`src/rtl/dsp_dma_pkg.sv`:
```
package dsp_dma_pkg;
  typedef enum logic [1:0] {ST_IDLE, ST_WAIT, ST_RUN, ST_HOLD} xfer_state_e;

  localparam logic [7:0] NO_HI_CHAN = 8'hFF;

  typedef struct packed {
    logic start;
    logic generic;
    logic wide;
    logic autoinit;
    logic reuse_len;
    logic pause;
    logic resume;
    logic exit_auto;
  } cmd_dec_t;
endpackage

```
`src/rtl/dsp_dma_decode.sv`:
```
module dsp_dma_decode
  import dsp_dma_pkg::*;
(
  input  logic [7:0] cmd_i,
  output cmd_dec_t   dec_o
);
  logic gen_hit;

  // even B0..B6 / C0..C6
  assign gen_hit = (cmd_i[7:4] == 4'hB || cmd_i[7:4] == 4'hC) &&
                   !cmd_i[3] && !cmd_i[0];

  always_comb begin
    dec_o = '0;
    if (gen_hit) begin
      dec_o.start    = 1'b1;
      dec_o.generic  = 1'b1;
      dec_o.wide     = cmd_i[4];
      dec_o.autoinit = cmd_i[2];
    end
    case (cmd_i)
      8'h14, 8'h24, 8'h91: dec_o.start = 1'b1;
      8'h1C, 8'h90: begin
        dec_o.start     = 1'b1;
        dec_o.autoinit  = 1'b1;
        dec_o.reuse_len = 1'b1;
      end
      8'hD0, 8'hD5: dec_o.pause     = 1'b1;
      8'hD4:        dec_o.resume    = 1'b1;
      8'hDA:        dec_o.exit_auto = 1'b1;
      default: ;
    endcase
  end
endmodule

```
`src/rtl/dsp_dma_counter.sv`:
```
module dsp_dma_counter #(
  parameter  int LEN_W = 16,
  localparam int CNT_W = LEN_W + 1
) (
  input  logic             clk_i,
  input  logic             rst_ni,
  input  logic             load_i,
  input  logic             reuse_i,
  input  logic [LEN_W-1:0] len_m1_i,
  input  logic             step_i,
  input  logic             autoinit_i,
  output logic [CNT_W-1:0] left_o,
  output logic             last_o,
  output logic             total_zero_o
);
  logic [CNT_W-1:0] total_q, left_q, load_val;

  assign load_val     = reuse_i ? total_q : CNT_W'(len_m1_i) + CNT_W'(1);
  assign last_o       = (left_q == CNT_W'(1));
  assign total_zero_o = (total_q == '0);
  assign left_o       = left_q;

  always_ff @(posedge clk_i or negedge rst_ni) begin
    if (!rst_ni) begin
      total_q <= '0;
      left_q  <= '0;
    end else if (load_i) begin
      total_q <= load_val;
      left_q  <= load_val;
    end else if (step_i) begin
      if (last_o) left_q <= autoinit_i ? total_q : '0;
      else        left_q <= left_q - CNT_W'(1);
    end
  end

  assert_left_bounded_R7: assert property (@(posedge clk_i) disable iff (!rst_ni)
    left_q <= total_q);
endmodule

```
`src/rtl/dsp_dma_seq.sv`:
```
module dsp_dma_seq
  import dsp_dma_pkg::*;
(
  input  logic        clk_i,
  input  logic        rst_ni,
  input  logic        cmd_valid_i,
  input  cmd_dec_t    dec_i,
  input  logic [7:0]  mode_i,
  input  logic [7:0]  hi_chan_i,
  input  logic        unmask_i,
  input  logic        ack_i,
  input  logic        last_i,
  input  logic        total_zero_i,
  output xfer_state_e state_o,
  output logic        load_o,
  output logic        step_o,
  output logic        wide_o,
  output logic        aliased_o,
  output logic        stereo_o,
  output logic        signed_o,
  output logic        autoinit_o,
  output logic        irq8_o,
  output logic        irq16_o
);
  xfer_state_e state_q;
  logic wide_q, alias_q, stereo_q, sign_q, auto_q, irq8_q, irq16_q;
  logic active;

  assign active  = (state_q == ST_WAIT) || (state_q == ST_RUN);
  assign load_o  = cmd_valid_i && dec_i.start && !(dec_i.reuse_len && total_zero_i);
  assign step_o  = !cmd_valid_i && (state_q == ST_RUN) && ack_i;

  always_ff @(posedge clk_i or negedge rst_ni) begin
    if (!rst_ni) begin
      state_q  <= ST_IDLE;
      wide_q   <= 1'b0;
      alias_q  <= 1'b0;
      stereo_q <= 1'b0;
      sign_q   <= 1'b0;
      auto_q   <= 1'b0;
      irq8_q   <= 1'b0;
      irq16_q  <= 1'b0;
    end else begin
      irq8_q  <= 1'b0;
      irq16_q <= 1'b0;
      if (load_o) begin
        state_q <= ST_WAIT;
        auto_q  <= dec_i.autoinit;
        wide_q  <= dec_i.wide;
        alias_q <= dec_i.wide && (hi_chan_i == NO_HI_CHAN);
        if (dec_i.generic) begin
          stereo_q <= mode_i[5];
          sign_q   <= mode_i[4];
        end
      end else if (cmd_valid_i) begin
        if (dec_i.pause && active)                state_q <= ST_HOLD;
        if (dec_i.resume && state_q == ST_HOLD)   state_q <= ST_WAIT;
        if (dec_i.exit_auto)                      auto_q  <= 1'b0;
      end else begin
        case (state_q)
          ST_WAIT: if (unmask_i) state_q <= ST_RUN;
          ST_RUN: begin
            if (step_o && last_i) begin
              irq16_q <= wide_q;
              irq8_q  <= !wide_q;
            end
            if (step_o && last_i && !auto_q) state_q <= ST_IDLE;
            else if (!unmask_i)              state_q <= ST_WAIT;
          end
          default: ;
        endcase
      end
    end
  end

  assign state_o    = state_q;
  assign wide_o     = wide_q;
  assign aliased_o  = alias_q;
  assign stereo_o   = stereo_q;
  assign signed_o   = sign_q;
  assign autoinit_o = auto_q;
  assign irq8_o     = irq8_q;
  assign irq16_o    = irq16_q;

  assert_irq16_wide_R8: assert property (@(posedge clk_i) disable iff (!rst_ni)
    irq16_q |-> wide_q);
  assert_irq8_narrow_R8: assert property (@(posedge clk_i) disable iff (!rst_ni)
    irq8_q |-> !wide_q);
  assert_alias_wide_R10: assert property (@(posedge clk_i) disable iff (!rst_ni)
    alias_q |-> wide_q);
  assert_hold_sticky_R11: assert property (@(posedge clk_i) disable iff (!rst_ni)
    (state_q == ST_HOLD && !cmd_valid_i) |=> state_q == ST_HOLD);
endmodule

```
`src/rtl/dsp_dma_ctrl.sv`:
```
module dsp_dma_ctrl
  import dsp_dma_pkg::*;
#(
  parameter  int LEN_W = 16,
  localparam int CNT_W = LEN_W + 1
) (
  input  logic             clk_i,
  input  logic             rst_ni,
  input  logic             cmd_valid_i,
  input  logic [7:0]       cmd_i,
  input  logic [7:0]       par0_i,
  input  logic [7:0]       par1_i,
  input  logic [7:0]       par2_i,
  input  logic [7:0]       hi_chan_i,
  input  logic             dma_unmask_i,
  input  logic             smp_ack_i,
  output logic             smp_req_o,
  output logic             waiting_o,
  output logic             paused_o,
  output logic             wide_o,
  output logic             aliased_o,
  output logic             stereo_o,
  output logic             signed_o,
  output logic             autoinit_o,
  output logic [CNT_W-1:0] remaining_o,
  output logic             irq8_o,
  output logic             irq16_o
);
  cmd_dec_t         dec;
  xfer_state_e      state;
  logic             load, step, last, total_zero;
  logic [LEN_W-1:0] len_m1;

  dsp_dma_decode u_decode (.cmd_i(cmd_i), .dec_o(dec));

  // generic commands carry the mode byte first
  assign len_m1 = dec.generic ? LEN_W'({par2_i, par1_i}) : LEN_W'({par1_i, par0_i});

  dsp_dma_seq u_seq (
    .clk_i(clk_i), .rst_ni(rst_ni), .cmd_valid_i(cmd_valid_i), .dec_i(dec),
    .mode_i(par0_i), .hi_chan_i(hi_chan_i), .unmask_i(dma_unmask_i),
    .ack_i(smp_ack_i), .last_i(last), .total_zero_i(total_zero),
    .state_o(state), .load_o(load), .step_o(step), .wide_o(wide_o),
    .aliased_o(aliased_o), .stereo_o(stereo_o), .signed_o(signed_o),
    .autoinit_o(autoinit_o), .irq8_o(irq8_o), .irq16_o(irq16_o)
  );

  dsp_dma_counter #(.LEN_W(LEN_W)) u_counter (
    .clk_i(clk_i), .rst_ni(rst_ni), .load_i(load), .reuse_i(dec.reuse_len),
    .len_m1_i(len_m1), .step_i(step), .autoinit_i(autoinit_o),
    .left_o(remaining_o), .last_o(last), .total_zero_o(total_zero)
  );

  assign smp_req_o = (state == ST_RUN);
  assign waiting_o = (state == ST_WAIT);
  assign paused_o  = (state == ST_HOLD);

  assert_idle_empty_R6: assert property (@(posedge clk_i) disable iff (!rst_ni)
    (state == ST_IDLE) |-> remaining_o == '0);
  assert_req_nonzero_R5: assert property (@(posedge clk_i) disable iff (!rst_ni)
    smp_req_o |-> remaining_o != '0);
endmodule

```
`config.mk`:
```
export PLATFORM = sky130hd
export DESIGN_NAME = dsp_dma_ctrl
export DESIGN_NICKNAME = d
export VERILOG_FILES = /design/src/rtl/dsp_dma_pkg.sv /design/src/rtl/dsp_dma_decode.sv /design/src/rtl/dsp_dma_counter.sv /design/src/rtl/dsp_dma_seq.sv /design/src/rtl/dsp_dma_ctrl.sv
export SDC_FILE = /design/constraint.sdc
export NUM_CORES = 1
export LEC_CHECK = 0
export ABC_AREA = 1
export BUFFER_PORTS_ARGS = -buffer_cell sky130_fd_sc_hd__buf_2
export CAP_MARGIN = 20
export CELL_PAD_IN_SITES_DETAIL_PLACEMENT = 0
export CELL_PAD_IN_SITES_GLOBAL_PLACEMENT = 2
export CORE_MARGIN = 4
export CORE_UTILIZATION = 30
export CTS_BUF_LIST = sky130_fd_sc_hd__clkbuf_4 sky130_fd_sc_hd__clkbuf_8 sky130_fd_sc_hd__clkbuf_16
export DETAILED_ROUTE_END_ITERATION = 16
export HOLD_SLACK_MARGIN = 0.08
export PLACE_DENSITY = 0.91
export SLEW_MARGIN = 0
export SYNTH_ARGS = -nofsm -noshare
export SYNTH_HDL_FRONTEND = slang
export SYNTH_SLANG_ARGS = --single-unit
```
`constraint.sdc`:
```
create_clock -name clk_i -period 2.8 [get_ports clk_i]
set_clock_uncertainty 0.2 [all_clocks]
set_input_delay 0.28 -clock clk_i [delete_from_list [all_inputs] [get_ports clk_i]]
set_output_delay 0.28 -clock clk_i [all_outputs]
set_load 0.01 [all_outputs]
```
==> impl_metrics.yaml <==
cells_and_area:
  final_cells: 805
  layout-drive-gt1-share: 0.188
  antenna_cells: 0
  finalNetCount: 708
  area_delta_synth_final_pct: 20.4
clock_network:
  clock-sinks: 43
  postCtsSetupBuffers: 0
  cts_buffer_depth: 2
  cts_tree: "built"
  cts_made_buffers: 5
  clk_latency_ps: 280
  clk_pin_slew_ps: 70
  h-tree-depth: 2
  root_buffer: "clkbuf_16"
floorplan:
  die_x_um: 118
  dieArea_um2: 14000
  rows: 40
  fp.dieH_um: 118
  core_um2: 12000
  boundaryPins: 72
  start_util: 0.306
sta:
  rsz0062_at_grt: "false"
  slew_viol_final: 0
  final-setup-viol-count: 0
  post-route-period-util: 0.840
  slew_headroom: 0.745
  holdWs_ps: 86.3
  hold_violations: 0
  setup_slack_ps: 447
  fin_setup_tns_ps: 0
  tightest_slew_ps: 382
  max_freq_mhz: 425
  period_needed_ps: 2350
worst_setup_path:
  end_kind: "flip-flop"
  cp.arrival_ps: 2330
  setup.worst_path.start_class: "flip-flop"
  crit_required_ps: 2780
  critPathMaxFanout: 4
  rrSetupSlack_ps: 450
  critPathKind: "flip-flop to flip-flop"
logic_synthesis:
  synth_fp_nets: 629
  synth_top_area_share: 0.294
  yosys.area.top_type: "dfrtp_1"
  ys_ff_latch: 43
  yosysWarnings: 0
  synth_area_um2: 3650
  synth_area_leaders: "dfrtp_1 (29%), nand2_1 (16%), inv_1 (7.9%), nand3_1 (7.4%), nor2_1 (6.5%)"
  syn-instance-count: 578
  syn_avg_cell_area_um2: 6.32
  seq_area_frac_synth: 0.294
  ys_types: 39
global_route:
  grt_pass1_vias: 3864
  grt_max_degree: 44
  grt_overflow_total: 0
  antenna_found_initial: 0
  grt_pass1_wl_um: 19700
  globalRouteTotalUtil: 0.168
detailed_routing:
  drc: 0
  drt_iter0_markers: 221
  vias_per_cell: 4.90
  first_pass_iters: 4
  ant_nets: 0
  vias: 3943
  wl_um: 11600
  avgRoutedWirePerCell_um: 14.5
hold_path:
  hold_path.class: "primary input to flip-flop"
place:
  numPlacedInstances: 795
  hpwl_um: 9300
  dpl_worst_slack_ps: 186
  gp_congestion: 0.864
  port_buffers: 71
outcome:
  outcome: "finished clean"
job:
  drv_cap: 0
pwr:
  vdd_drop_max_mv: 0.267
  cellPowerDensity_nw_per_um2: 661
  leakage_nw: 2.33
worst paths after layout:
kind | to | depth (start not counted) | startpoint
setup / recovery | u_counter.left_o[14]$_DFFE_PN0P_ | 14 | u_counter.left_o[0]$_DFFE_PN0P_
hold / removal | u_seq.signed_o$_DFFE_PN0P_ | 3 | par0_i[4]
setup reg to reg | u_counter.left_o[14]$_DFFE_PN0P_ | 14 | u_counter.left_o[0]$_DFFE_PN0P_
hold reg to reg | u_seq.irq8_o$_DFF_PN0_ | 1 | u_seq.wide_o$_DFFE_PN0P_
max in group asynchronous | u_counter.total_q[12]$_DFFE_PN0P_ | 3 | rst_ni
min in group asynchronous | u_seq.aliased_o$_DFFE_PN0P_ | 2 | rst_ni
through the flow:
step	util	cell area (µm²)	power [W]
after floorplan	-	3650	0.00184
after global placement	0.353	4230	0.00230
after detailed placement	0.353	4230	0.00231
after CTS	0.366	4380	0.00292
after global routing	0.368	4400	0.00316
final	0.368	4400	0.00291
report_power, final:
part / internal [W] / switching, W
clock network: 0.000339 / 0.000249
registers: 0.000837 / 0.000228
logic: 0.000498 / 0.000758
cells in the final DEF (no fill, tap or decap), types with 2 or more instances in the layout:
cell / instances
inv_1: 77
nand4_1: 14
inv_2: 2
o211ai_1: 4
nand3_2: 3
o22ai_1: 3
nand2_4: 2
nand3b_1: 7
o21ai_0: 39
buf_12: 2
or2_2: 2
nand2_1: 157
nor2_4: 3
o21ai_1: 7
a21oi_2: 5
buf_4: 14
xor2_1: 11
dfrtp_1: 43
nand2_2: 4
o31ai_1: 2
buf_2: 71
a21oi_1: 25
xnor2_1: 2
a31oi_1: 2
clkbuf_16: 5
nand3_1: 54
nor2_2: 6
nor2_1: 63
ha_1: 6
nor3_1: 9
nor4_1: 2
nor3b_1: 2
sequential cells by signal, indices dropped and copies added (netlist names):
signal             cells
u_seq.wide_o           1
u_seq.state_o          2
u_seq.signed_o         1
u_seq.autoinit_o       1
u_counter.left_o      17
u_seq.irq8_o           1
u_seq.irq16_o          1
u_seq.aliased_o        1
u_counter.total_q     17
u_seq.stereo_o         1
metal layers:
metal	vias up	track usage	wire length [µm]
met5	-	0	0
met4	0	0.0326	83
met3	7	0.0201	573
met2	95	0.268	5190
met1	1805	0.245	5800
li1	2036	-	-
Yosys cell counts (all sizes together):
cell	number
xor2	11
a22oi	1
nand2	163
o211ai	4
a211oi	1
clkinv	1
or2	2
nor2	72
o22ai	3
a32o	1
nor4	3
o21ai	46
clkbuf	2
nor3	9
buf	14
nand3	57
nand4	14
a31oi	2
a21oi	30
dfrtp	43
o31ai	2
nor3b	2
o41ai	1
xnor2	2
ha	6
inv	79
nand3b	7
worst max-delay path, cell delays in order, from the launching register on:
cell,delay (ps)
dfrtp_1,410
inv_1,120
ha_1,220
nand2_1,120
nor3b_1,280
buf_4,180
nand2_1,50
nor2_1,130
nand3_1,90
nand4_1,110
nand2_1,60
inv_1,50
nand3_1,90
nand2_1,90
inv_1,40
what timing repair did:
item / in CTS / in global routing
endpoints found under the setup margin: 0 / 0
endpoints found under the hold margin: 43 / 0
hold buffers: 1 / 0
resized for setup: 0 / 0
cell type report:
type | count | area (µm²)
inverters | 80 | 300
fillers | 1340 | 7560
clock buffers | 6 | 133
well taps | 147 | 184
multi-input cells | 439 | 2190
clock inverters | 2 | 12.5
flip-flops and latches | 43 | 1080
repair buffers | 88 | 510
cells by family after synthesis:
| kind of cell | share of synthesized area |
|---|---|
| flip-flops | 0.294 |
| adder cells (fa/ha/maj) | 0.0205 |
| AO/OA/AOI/OAI | 0.141 |
| XOR/XNOR | 0.0312 |
| buffers and inverters | 0.107 |
| AND/OR/NAND/NOR | 0.406 |
Power figures use the tool's default switching activity.
